### config.mk
export PLATFORM = sky130hd
export DESIGN_NAME = xp_chain_top
export DESIGN_NICKNAME = d
export VERILOG_FILES = /design/src/rtl/xp_pkg.sv /design/src/rtl/xp_set_gate.sv /design/src/rtl/xp_cell.sv /design/src/rtl/xp_chain_top.sv
export SDC_FILE = /design/constraint.sdc
export NUM_CORES = 1
export LEC_CHECK = 0
export BUFFER_PORTS_ARGS = -buffer_cell sky130_fd_sc_hd__buf_2
export CORE_MARGIN = 3
export CORE_UTILIZATION = 48
export CTS_CLUSTER_DIAMETER = 80
export DETAILED_ROUTE_END_ITERATION = 8
export MAX_ROUTING_LAYER = met4
export PLACE_DENSITY = 0.86
export SYNTH_ARGS = -nofsm -noshare
export SYNTH_HDL_FRONTEND = slang
export SYNTH_SLANG_ARGS = --single-unit
### constraint.sdc
create_clock -name clk -period 4.5 [get_ports clk]
set_input_delay 0.9 -clock clk [delete_from_list [all_inputs] [get_ports clk]]
set_output_delay 0.9 -clock clk [all_outputs]
set_load 0.03 [all_outputs]
### src/rtl/xp_pkg.sv
package xp_pkg;

    localparam int XP_MAXSETS = 3;
    localparam int XP_SETW    = $clog2(XP_MAXSETS + 1);

    typedef struct packed {
        logic               sum;
        logic [XP_SETW-1:0] sets;
        logic               err;
    } xp_cell_res_t;

endpackage

### src/rtl/xp_set_gate.sv
module xp_set_gate #(
    parameter int PTERM = 5
) (
    input  logic [PTERM-1:0] terms,
    input  logic             en,
    output logic             hit
);
    logic [PTERM-1:0] masked;

    always_comb begin
        masked = en ? terms : '0;
        hit    = |masked;
    end
endmodule

### src/rtl/xp_cell.sv
module xp_cell
    import xp_pkg::*;
#(
    parameter int PTERM     = 5,
    parameter int CHAIN     = 8,
    parameter int CHAIN_POS = 0
) (
    input  logic [PTERM-1:0]            own_terms,
    input  logic                        lend_self,
    input  logic [XP_SETW-1:0]          borrow_req,
    input  logic [XP_MAXSETS*PTERM-1:0] donor_terms,
    input  logic [XP_MAXSETS-1:0]       donor_lend,
    output xp_cell_res_t                res
);
    localparam bit IS_TOP = (CHAIN_POS == CHAIN - 1);

    logic                  lends;
    logic [XP_MAXSETS-1:0] take;
    logic [XP_MAXSETS-1:0] donor_hit;
    logic                  own_hit;
    logic [XP_SETW-1:0]    nsets;

    always_comb begin
        logic reach;
        lends = lend_self && !IS_TOP;
        reach = !lends;
        nsets = '0;
        for (int j = 0; j < XP_MAXSETS; j++) begin
            reach   = reach && (int'(borrow_req) > j) && (CHAIN_POS > j) && donor_lend[j];
            take[j] = reach;
            if (reach) nsets = nsets + XP_SETW'(1);
        end
    end

    xp_set_gate #(.PTERM(PTERM)) u_own (
        .terms(own_terms), .en(!lends), .hit(own_hit)
    );

    for (genvar j = 0; j < XP_MAXSETS; j++) begin : g_donor
        xp_set_gate #(.PTERM(PTERM)) u_set (
            .terms(donor_terms[j*PTERM +: PTERM]), .en(take[j]), .hit(donor_hit[j])
        );
    end

    always_comb begin
        res.sum  = own_hit || (|donor_hit);
        res.sets = nsets;
        res.err  = lends ? (borrow_req != '0) : (borrow_req != nsets);
    end
endmodule

### src/rtl/xp_chain_top.sv
module xp_chain_top
    import xp_pkg::*;
#(
    parameter int NCELL = 16,
    parameter int CHAIN = 8,
    parameter int PTERM = 5
) (
    input  logic                     clk,
    input  logic                     rst_n,
    input  logic [NCELL*PTERM-1:0]   pterm_i,
    input  logic [NCELL-1:0]         lend_i,
    input  logic [NCELL*XP_SETW-1:0] borrow_i,
    output logic [NCELL-1:0]         sum_o,
    output logic [NCELL*XP_SETW-1:0] sets_o,
    output logic [NCELL-1:0]         err_o
);
    localparam int DW = XP_MAXSETS * PTERM;

    xp_cell_res_t [NCELL-1:0] res;
    xp_cell_res_t [NCELL-1:0] state_d;
    xp_cell_res_t [NCELL-1:0] state_q;

    logic [DW-1:0]         dterm [NCELL];
    logic [XP_MAXSETS-1:0] dlend [NCELL];

    for (genvar c = 0; c < NCELL; c++) begin : g_cell
        for (genvar j = 0; j < XP_MAXSETS; j++) begin : g_wire
            if (c - j - 1 >= 0) begin : g_real
                assign dterm[c][j*PTERM +: PTERM] = pterm_i[(c-j-1)*PTERM +: PTERM];
                assign dlend[c][j]                = lend_i[c-j-1];
            end else begin : g_none
                assign dterm[c][j*PTERM +: PTERM] = '0;
                assign dlend[c][j]                = 1'b0;
            end
        end

        xp_cell #(.PTERM(PTERM), .CHAIN(CHAIN), .CHAIN_POS(c % CHAIN)) u_cell (
            .own_terms  (pterm_i[c*PTERM +: PTERM]),
            .lend_self  (lend_i[c]),
            .borrow_req (borrow_i[c*XP_SETW +: XP_SETW]),
            .donor_terms(dterm[c]),
            .donor_lend (dlend[c]),
            .res        (res[c])
        );
    end

    always_comb begin
        state_d = res;
    end

    always_ff @(posedge clk) begin
        if (!rst_n) state_q <= '0;
        else        state_q <= state_d;
    end

    always_comb begin
        for (int c = 0; c < NCELL; c++) begin
            sum_o[c]                     = state_q[c].sum;
            sets_o[c*XP_SETW +: XP_SETW] = state_q[c].sets;
            err_o[c]                     = state_q[c].err;
        end
    end

    for (genvar c = 0; c < NCELL; c++) begin : g_chk
        AST_IDLE_NO_SETS: assert property (@(posedge clk) disable iff (!rst_n)
            (borrow_i[c*XP_SETW +: XP_SETW] == '0) |=> (sets_o[c*XP_SETW +: XP_SETW] == '0));
        if (c % CHAIN != CHAIN - 1) begin : g_lend
            AST_LEND_CLEARS: assert property (@(posedge clk) disable iff (!rst_n)
                lend_i[c] |=> (!sum_o[c] && sets_o[c*XP_SETW +: XP_SETW] == '0));
            AST_OWN_TERMS: assert property (@(posedge clk) disable iff (!rst_n)
                (!lend_i[c] && |pterm_i[c*PTERM +: PTERM]) |=> sum_o[c]);
        end else begin : g_top
            AST_TOP_KEEPS: assert property (@(posedge clk) disable iff (!rst_n)
                (|pterm_i[c*PTERM +: PTERM]) |=> sum_o[c]);
        end
        if (c % CHAIN == 0) begin : g_bottom
            AST_BOTTOM_NO_BORROW: assert property (@(posedge clk) disable iff (!rst_n)
                (borrow_i[c*XP_SETW +: XP_SETW] != '0)
                |=> (err_o[c] && sets_o[c*XP_SETW +: XP_SETW] == '0));
        end
    end
endmodule

==> reports/results.ini, run 1 <==
[run_status]
outcome=finished, final reports clean

[sta]
tightest_slew_ns=0.658
fin_crit_sh_pct=52.6
min_period_ns=2.37
max_clock_freq_ghz=0.423
relSlewSlack_pct=56.1
slew_viol_final=0
setup_ws_ns=2.13
setup_viol=0
rsz0062_at_grt=false
hold_viol_final=0
final.setup.tns_ns=0

[clocking]
cts_setup_buffers=0
cts_max_level=3
cts_buffer_depth=2
clk_pin_slew_ns=0.07
cts_buffers=9
ctsResizeCount=0
hold_buffers=0
cts_tree=built
clock_sink_count=58
root_buffer=clkbuf_8

[global_route]
antenna_found_initial=0
grt_busiest_layer=met2
use_met3_pct=5.26
grt_pass1_vias=3488
grt_use_met2_pct=41.5
grt_usage_pct=23.4
grt_max_degree=28
grt_pass1_wl_um=15400
grt_overflow=0
grt_use_met1_pct=25.8

[power]
irDropWorstVdd_mv=0.197
powerDensity_nw_per_um2=306
p_leak_nw=2.29
p_total_mw=1.40

[die]
die_area_sq_um=8070
die_x_um=89.8
initial_core_util_pct=51.3
die_h_um=89.8
io_pins=194
core_area_sq_um=6570
rows=29

[yosys]
synthesis.area_per_instance_sq_um=8.35
synth_area_leaders=dfxtp_1, ha_1, nor2_1
syn_inst=404
yosys.area.top_type=dfxtp_1
yosysTopAreaCellShare_pct=34.4
yosysWarnings=0
async_reset_ff_share_pct=0
seq_area_frac_synth_pct=34.4
synth_edf_count=0
synth_cell_types=50
yosys_most_used_dff=dfxtp_1
ys_ff_latch=58
synth_area_sq_um=3370

[setup_path]
endpoint_kind=flip-flop
critPathMaxFanout=11
slowest_delay_ns=0.39
critPathBufInv=2
path_cells=buf_2 > nor3b_1 > inv_1 > ha_1 > or3_1 > a31o_1 > o311a_1
critPathTopFamily=simple AND/OR/NAND/NOR gates
required_ns=4.72
worst_ep_arrival_time_ns=2.58
startpoint=lend_i[11]
cp-start-kind=primary input
cp_slowest_cell=or3_1
worstSetupPathType=in -> reg

[drt]
dr.first_iter.drc_count=123
vias=3659
firstDrtPassIters=4
drc=0
wl_um=9420
antenna_left=0
routedWlPerCell_um=13.8
viasPerCell=5.34

[cells_and_area]
fillers=538
nets=739
multi_input_area_sq_um=2020
drive_gt1_share_pct=37.3
antennaDiodeCount=0
seqCellArea_sq_um=1160
syn2layout_area_growth_pct=35.3

[placement]
post-place-ws_ns=1.79
io_buffers=185
dp_hpwl_um=7530
gp_congestion=0.874

[job]
cap_viol_max_count=0

[hold_path]
min_path_type=in -> reg
hp-start=borrow_i[0]

[cell type report]
type | instances | area share, %
sequential | 58 | 25.4
tap | 93 | 2.55
clock inverter | 4 | 1.62
timing repair buffer | 187 | 20.6
multi-input combinational | 306 | 44.3
clock buffer | 12 | 3.40
inverter | 25 | 2.06
[final timing paths]
kind	depth (start not counted)	end
setup / recovery	7	err_o[12]$_SDFF_PN0_
hold / removal	3	err_o[0]$_SDFF_PN0_
[power by group]
group | internal (mW) | switching, mW
Combinational | 0.117 | 0.184
Sequential | 0.543 | 0.00675
Clock | 0.342 | 0.202
Total | 1.00 | 0.393
[synthesized netlist by cell type, drive strengths merged, types with 6 or more instances]
master	n
o21ai	14
and2	6
o311a	8
nor3	15
nor2	55
ha	22
o21a	8
a21oi	23
dfxtp	58
nand3	8
a31oi	7
xnor2	7
clkbuf	8
xor2	11
or4	16
o21bai	12
nand2	21
and4b	7
o22ai	10
a21boi	8
buf	12
inv	25
[per-layer routing]
layer | wire, um | share of wire (%) | vias to the layer above
li1 | - | - | 1817
met1 | 3890 | 41 | 1686
met2 | 4770 | 51 | 141
met3 | 646 | 6.9 | 15
met4 | 119 | 1.3 | 0
met5 | 0 | 0 | -
[cell usage in the layout, fill, tap and decap left out, types with 3 or more instances in the layout]
| cell type | netlist | final |
|---|---|---|
| and4b_1 | 6 | 6 |
| conb_1 | 1 | 6 |
| xnor2_1 | 7 | 7 |
| o21ai_0 | 13 | 13 |
| ha_1 | 22 | 22 |
| nand3_1 | 8 | 8 |
| dfxtp_1 | 58 | 58 |
| and2_1 | 6 | 6 |
| and3_1 | 5 | 5 |
| or4_1 | 16 | 16 |
| inv_1 | 18 | 18 |
| a31oi_1 | 7 | 7 |
| o311a_1 | 8 | 8 |
| or3b_2 | 5 | 5 |
| or3_1 | 4 | 4 |
| o21bai_1 | 12 | 12 |
| o22ai_1 | 10 | 10 |
| inv_2 | 7 | 7 |
| nor3_1 | 13 | 13 |
| a21oi_1 | 23 | 23 |
| xor2_1 | 11 | 11 |
| clkbuf_8 | 0 | 11 |
| a311oi_1 | 3 | 3 |
| buf_2 | 4 | 185 |
| nor3b_1 | 3 | 3 |
| nor2_1 | 53 | 53 |
| o21a_1 | 8 | 8 |
| nand2_1 | 21 | 21 |
| a21boi_0 | 7 | 7 |
[sequential cells by signal (all words and copies together), names as in the netlist]
name,cells
sum_o,16
err_o,16
sets_o,26
[cell families (layout without fill, tap and decap cells)]
logic type,Yosys count,count (layout),share of synthesized area [%]
AND/OR/NAND/NOR,156,156,25.6
adder cells (fa/ha/maj),22,22,8.16
buffers and inverters,45,228,6.16
flip-flops,58,58,34.4
other,1,6,0.111
AO/OA/AOI/OAI,104,104,20.9
XOR/XNOR,18,18,4.68
[metrics by stage]
step                      cells  hold slack, ns  util [%]  area [sq um]
after global routing        685           0.778      69.5          4560
after CTS                   685           0.765      69.5          4560
final                       685           0.784      69.5          4560
after detailed placement    669            1.12      66.0          4330
after global placement      669            1.11      66.0          4330
after floorplan             409           0.979         -          3390
(Power assumes the default switching activity.)
==> inputs of run 2 (changes only) <==
--- a/config.mk
+++ b/config.mk
@@ -7,11 +7,11 @@
 export LEC_CHECK = 0
 export BUFFER_PORTS_ARGS = -buffer_cell sky130_fd_sc_hd__buf_2
 export CORE_MARGIN = 3
-export CORE_UTILIZATION = 48
+export CORE_UTILIZATION = 44
 export CTS_CLUSTER_DIAMETER = 80
 export DETAILED_ROUTE_END_ITERATION = 8
 export MAX_ROUTING_LAYER = met4
-export PLACE_DENSITY = 0.86
+export PLACE_DENSITY = 0.8
 export SYNTH_ARGS = -nofsm -noshare
 export SYNTH_HDL_FRONTEND = slang
 export SYNTH_SLANG_ARGS = --single-unit
==> constraint.sdc (replaced) <==
create_clock -name clk -period 2.5 [get_ports clk]
set_input_delay 0.5 -clock clk [delete_from_list [all_inputs] [get_ports clk]]
set_output_delay 0.5 -clock clk [all_outputs]
set_load 0.03 [all_outputs]
==> reports/results.ini, run 2 (synthesized netlist as in run 1, its figures left out) <==
[run_status]
outcome=finished, final reports clean

[global_route]
antenna_found_initial=0
grt_pass1_vias=3402
grt_pass1_wl_um=14900
grt_usage_pct=21.3
grt_overflow=0
grt_max_degree=28

[clocking]
ctsResizeCount=0
root_buffer=clkbuf_8
clk_pin_slew_ns=0.07
cts_buffers=9
cts_setup_buffers=0
cts_tree=built
hold_buffers=0
cts_buffer_depth=2
cts_max_level=3
clock_sink_count=58

[setup_path]
worst_ep_arrival_time_ns=2.21
endpoint_kind=flip-flop
slowest_delay_ns=0.38
path_cells=buf_2 > nor3b_1 > inv_1 > ha_1 > or3_1 > a31o_1 > o311a_1
required_ns=2.70
critPathMaxFanout=12
worstSetupPathType=in -> reg
cp-start-kind=primary input
cp_slowest_cell=or3_1

[hold_path]
hold_depth=3
hp-start=borrow_i[16]
whs_endpoint=err_o[8]$_SDFF_PN0_
min_path_type=in -> reg

[cells_and_area]
layout_commonest_cell=buf_2
nets=740
drive_gt1_share_pct=37.3
antennaDiodeCount=0
largest_reg_flops=26
final_cell_mix=buf_2, dfxtp_1, nor2_1
syn2layout_area_growth_pct=35.4

[sta]
relSlewSlack_pct=63.9
min_period_ns=2.01
setup_viol=0
final.setup.tns_ns=0
max_clock_freq_ghz=0.499
fin_crit_sh_pct=80.2
slew_viol_final=0
hold_viol_final=0
rsz0062_at_grt=false
tightest_slew_ns=0.542

[drt]
vias=3634
dr.first_iter.drc_count=94
drc=0
antenna_left=0
viasPerCell=5.25
routedWlPerCell_um=13.5
wl_um=9340
firstDrtPassIters=5

[die]
die_x_um=93.5
die_h_um=93.5
initial_core_util_pct=46.0
die_area_sq_um=8750
core_area_sq_um=7330
rows=31
io_pins=194

[power]
p_leak_nw=2.29
p_total_mw=2.45
irDropWorstVdd_mv=0.265
powerDensity_nw_per_um2=537

[placement]
io_buffers=185
dp_hpwl_um=7530
gp_congestion=0.950

[job]
cap_viol_max_count=0

[run 2: cell count changes in the layout (fill, tap and decap cells not counted)]
cell       previous run  this run
clkbuf_8             11        13
clkinv_4              1         0
bufinv_16             2         1
buf_4                 2         3
clkbuf_1              1         2
clkinv_2              1         0
[run 2: layout make-up]
cell class,instances,area [sq um]
Inverter,25,93.8
Fill cell,687,2770
Multi-Input combinational cell,306,2020
Tap cell,99,124
Sequential cell,58,1160
Timing Repair Buffer,188,948
Clock inverter,1,30.0
Clock buffer,15,186
[run 2: worst max path at each step]
| stage | start | endpoint | slack (ns) | cells past startpoint |
|---|---|---|---|---|
| after floorplan | lend_i[12] | err_o[12]$_SDFF_PN0_ | 0.37 | 7 |
| after global placement | borrow_i[25] | err_o[12]$_SDFF_PN0_ | 0.26 | 8 |
| after detailed placement | lend_i[12] | err_o[12]$_SDFF_PN0_ | 0.15 | 7 |
| after CTS | lend_i[12] | err_o[12]$_SDFF_PN0_ | 0.48 | 7 |
| after global routing | borrow_i[25] | err_o[12]$_SDFF_PN0_ | 0.40 | 8 |
| final | lend_i[12] | err_o[12]$_SDFF_PN0_ | 0.49 | 7 |
[run 2: critical path, delay by kind of cell]
family,cells,cell delay [ns]
compound gates,2,0.50
buf+inv,2,0.28
simple gates,2,0.71
fa+ha+maj,1,0.21
[run 2: power by group]
part / switching (mW) / internal, mW / total [mW]
combinational: 0.330 / 0.211 / 0.541
sequential: 0.0121 / 0.978 / 0.990
clock: 0.348 / 0.571 / 0.919
total: 0.690 / 1.76 / 2.45
[run 2: stage by stage]
step                worst slack, ns  std cells  hold WS (ns)  instance area, sq um  util, %
floorplan                     0.374        409         0.579                  3390        -
global placement              0.258        676         0.703                  4350     59.3
detailed placement            0.146        676         0.714                  4350     59.3
CTS                           0.478        692         0.370                  4570     62.3
global route                  0.397        692         0.368                  4570     62.3
finish                        0.494        692         0.381                  4570     62.3
[run 2: routing by layer]
metal / wire [um] / track usage [%]
met4: 127 / 6.02
met2: 4500 / 36.0
met1: 3930 / 25.6
met3: 782 / 4.75
met5: 0 / -
==> inputs of run 3 (changes only) <==
--- a/config.mk
+++ b/config.mk
@@ -7,11 +7,11 @@
 export LEC_CHECK = 0
 export BUFFER_PORTS_ARGS = -buffer_cell sky130_fd_sc_hd__buf_2
 export CORE_MARGIN = 3
-export CORE_UTILIZATION = 44
+export CORE_UTILIZATION = 40
 export CTS_CLUSTER_DIAMETER = 80
 export DETAILED_ROUTE_END_ITERATION = 8
 export MAX_ROUTING_LAYER = met4
-export PLACE_DENSITY = 0.8
+export PLACE_DENSITY = 0.77
 export SYNTH_ARGS = -nofsm -noshare
 export SYNTH_HDL_FRONTEND = slang
 export SYNTH_SLANG_ARGS = --single-unit
==> constraint.sdc (replaced) <==
create_clock -name clk -period 1.8 [get_ports clk]
set_input_delay 0.36 -clock clk [delete_from_list [all_inputs] [get_ports clk]]
set_output_delay 0.36 -clock clk [all_outputs]
set_load 0.03 [all_outputs]
==> reports/results.ini, run 3 (synthesized netlist as in run 1, its figures left out) <==
[run_status]
outcome=finished, final reports clean

[sta]
min_period_ns=1.70
slew_viol_final=0
setup_viol=0
max_clock_freq_ghz=0.589
fin_crit_sh_pct=94.4
rsz0062_at_grt=false
hold_viol_final=0

[global_route]
grt_busiest_layer=met2
grt_usage_pct=21.8
use_met3_pct=3.43
grt_overflow=0
grt_pass1_vias=3904
grt_use_met1_pct=25.0
grt_pass1_wl_um=17100
grt_max_degree=24
grt_use_met2_pct=39.5
antenna_found_initial=0

[cells_and_area]
largest_reg_flops=26
syn2layout_area_growth_pct=49.4
antennaDiodeCount=0
layout_commonest_cell=buf_2
final_cell_mix=buf_2, buf_4, dfxtp_1
final_cells=757
fillers=732
nets=802
drive_gt1_share_pct=43.5
fin_area_sq_um=5040

[placement]
placed_area_sq_um=4840
io_buffers=185
gp_congestion=0.860
placed_cells=741
dp_hpwl_um=8520

[drt]
antenna_left=0
viasPerCell=5.17
firstDrtPassIters=4
dr.first_iter.drc_count=108
drc=0
wl_um=10300
routedWlPerCell_um=13.6
vias=3917

[setup_path]
worst_ep_arrival_time_ns=1.90
endpoint_kind=flip-flop
required_ns=2.00
slowest_delay_ns=0.48
critPathMaxFanout=4
cp_slowest_cell=or3b_2
cp-start-kind=primary input
path_cells=buf_2 > nor2_1 > or3b_2 > ha_1 > nor3_1 > a311oi_1 > o311a_1
worstSetupPathType=in -> reg

[hold_path]
hold_depth=3
whs_endpoint=err_o[8]$_SDFF_PN0_
min_path_type=in -> reg
hp-start=borrow_i[16]

[clocking]
ctsResizeCount=0
cts_buffer_depth=2
hold_buffers=0
root_buffer=clkbuf_8
cts_max_level=3
clock_sink_count=58
clk_pin_slew_ns=0.07
cts_tree=built
cts_buffers=9
cts_setup_buffers=0

[die]
die_area_sq_um=9570
die_h_um=97.8
io_pins=194
core_area_sq_um=7970
rows=32
die_x_um=97.8
initial_core_util_pct=42.3

[power]
clkPwrFrac_pct=35.5
irDropWorstVdd_mv=0.402
sw_frac_of_total_pct=29.3
power_frac_comb_pct=24.7
p_total_mw=3.46
switchingPower_mw=1.01
p_seq_share_pct=39.8
powerDensity_nw_per_um2=686
p_leak_nw=2.59
intPower_mw=2.44

[job]
cap_viol_max_count=0

## run 3: changes by cell type in the layout (fill, tap and decap cells not counted)
cell	delta
clkbuf_8	-2
buf_4	+62
clkinv_2	+1
or3b_2	-3
nor3_2	+2
or3b_4	+3
nor3_1	-2
nor3b_2	+1
clkbuf_1	+1
nor3b_1	-1
## run 3: power groups by stage
stage	combinational (mW)	sequential, mW	clock (mW)
finish	0.855	1.38	1.23
global placement	0.828	1.40	0
floorplan	0.314	1.56	0
CTS	0.857	1.38	1.25
detailed placement	0.854	1.40	0
global route	0.936	1.38	1.31
## run 3: how the worst max path moves through the flow
stage               slack (ns)                    to          from
CTS                       0.13   err_o[6]$_SDFF_PN0_  borrow_i[12]
detailed placement       -0.22   err_o[6]$_SDFF_PN0_  borrow_i[12]
global route              0.02   err_o[6]$_SDFF_PN0_  borrow_i[12]
global placement         -0.17   err_o[6]$_SDFF_PN0_  borrow_i[12]
finish                    0.10   err_o[6]$_SDFF_PN0_  borrow_i[12]
floorplan                -0.03  err_o[12]$_SDFF_PN0_    lend_i[12]
## run 3: worst max-delay path: cells and delay by family
| family | cells | cell delay (ns) |
|---|---|---|
| simple gates | 3 | 0.81 |
| fa+ha+maj | 1 | 0.23 |
| buf+inv | 1 | 0.11 |
| compound gates | 2 | 0.41 |
## run 3: final cells by class
cell class              instances  area (sq um)  share of cell area [%]
repair buffers                250          1410                    28.1
multi-input cells             306          2040                    40.6
clock inverters                 2          35.0                   0.695
inverters                      25          93.8                    1.86
clock buffers                  14           163                    3.23
flip-flops and latches         58          1160                    23.0
well taps                     102           128                    2.53
## run 3: stage by stage
stage	hold WS [ns]	worst slack (ns)	util, %	TNS [ns]
after CTS	0.229	0.127	63.2	0
after detailed placement	0.575	-0.216	60.8	-0.851
after global routing	0.250	0.0245	63.2	0
final	0.244	0.101	63.2	0
after floorplan	0.439	-0.0312	-	-0.0538
after global placement	0.562	-0.166	60.8	-0.554
## run 3: layer usage
| layer | routed length (um) | vias to the layer above |
|---|---|---|
| li1 | - | 1941 |
| met1 | 4310 | 1832 |
| met2 | 5290 | 138 |
| met3 | 622 | 6 |
| met4 | 70 | 0 |
| met5 | 0 | - |
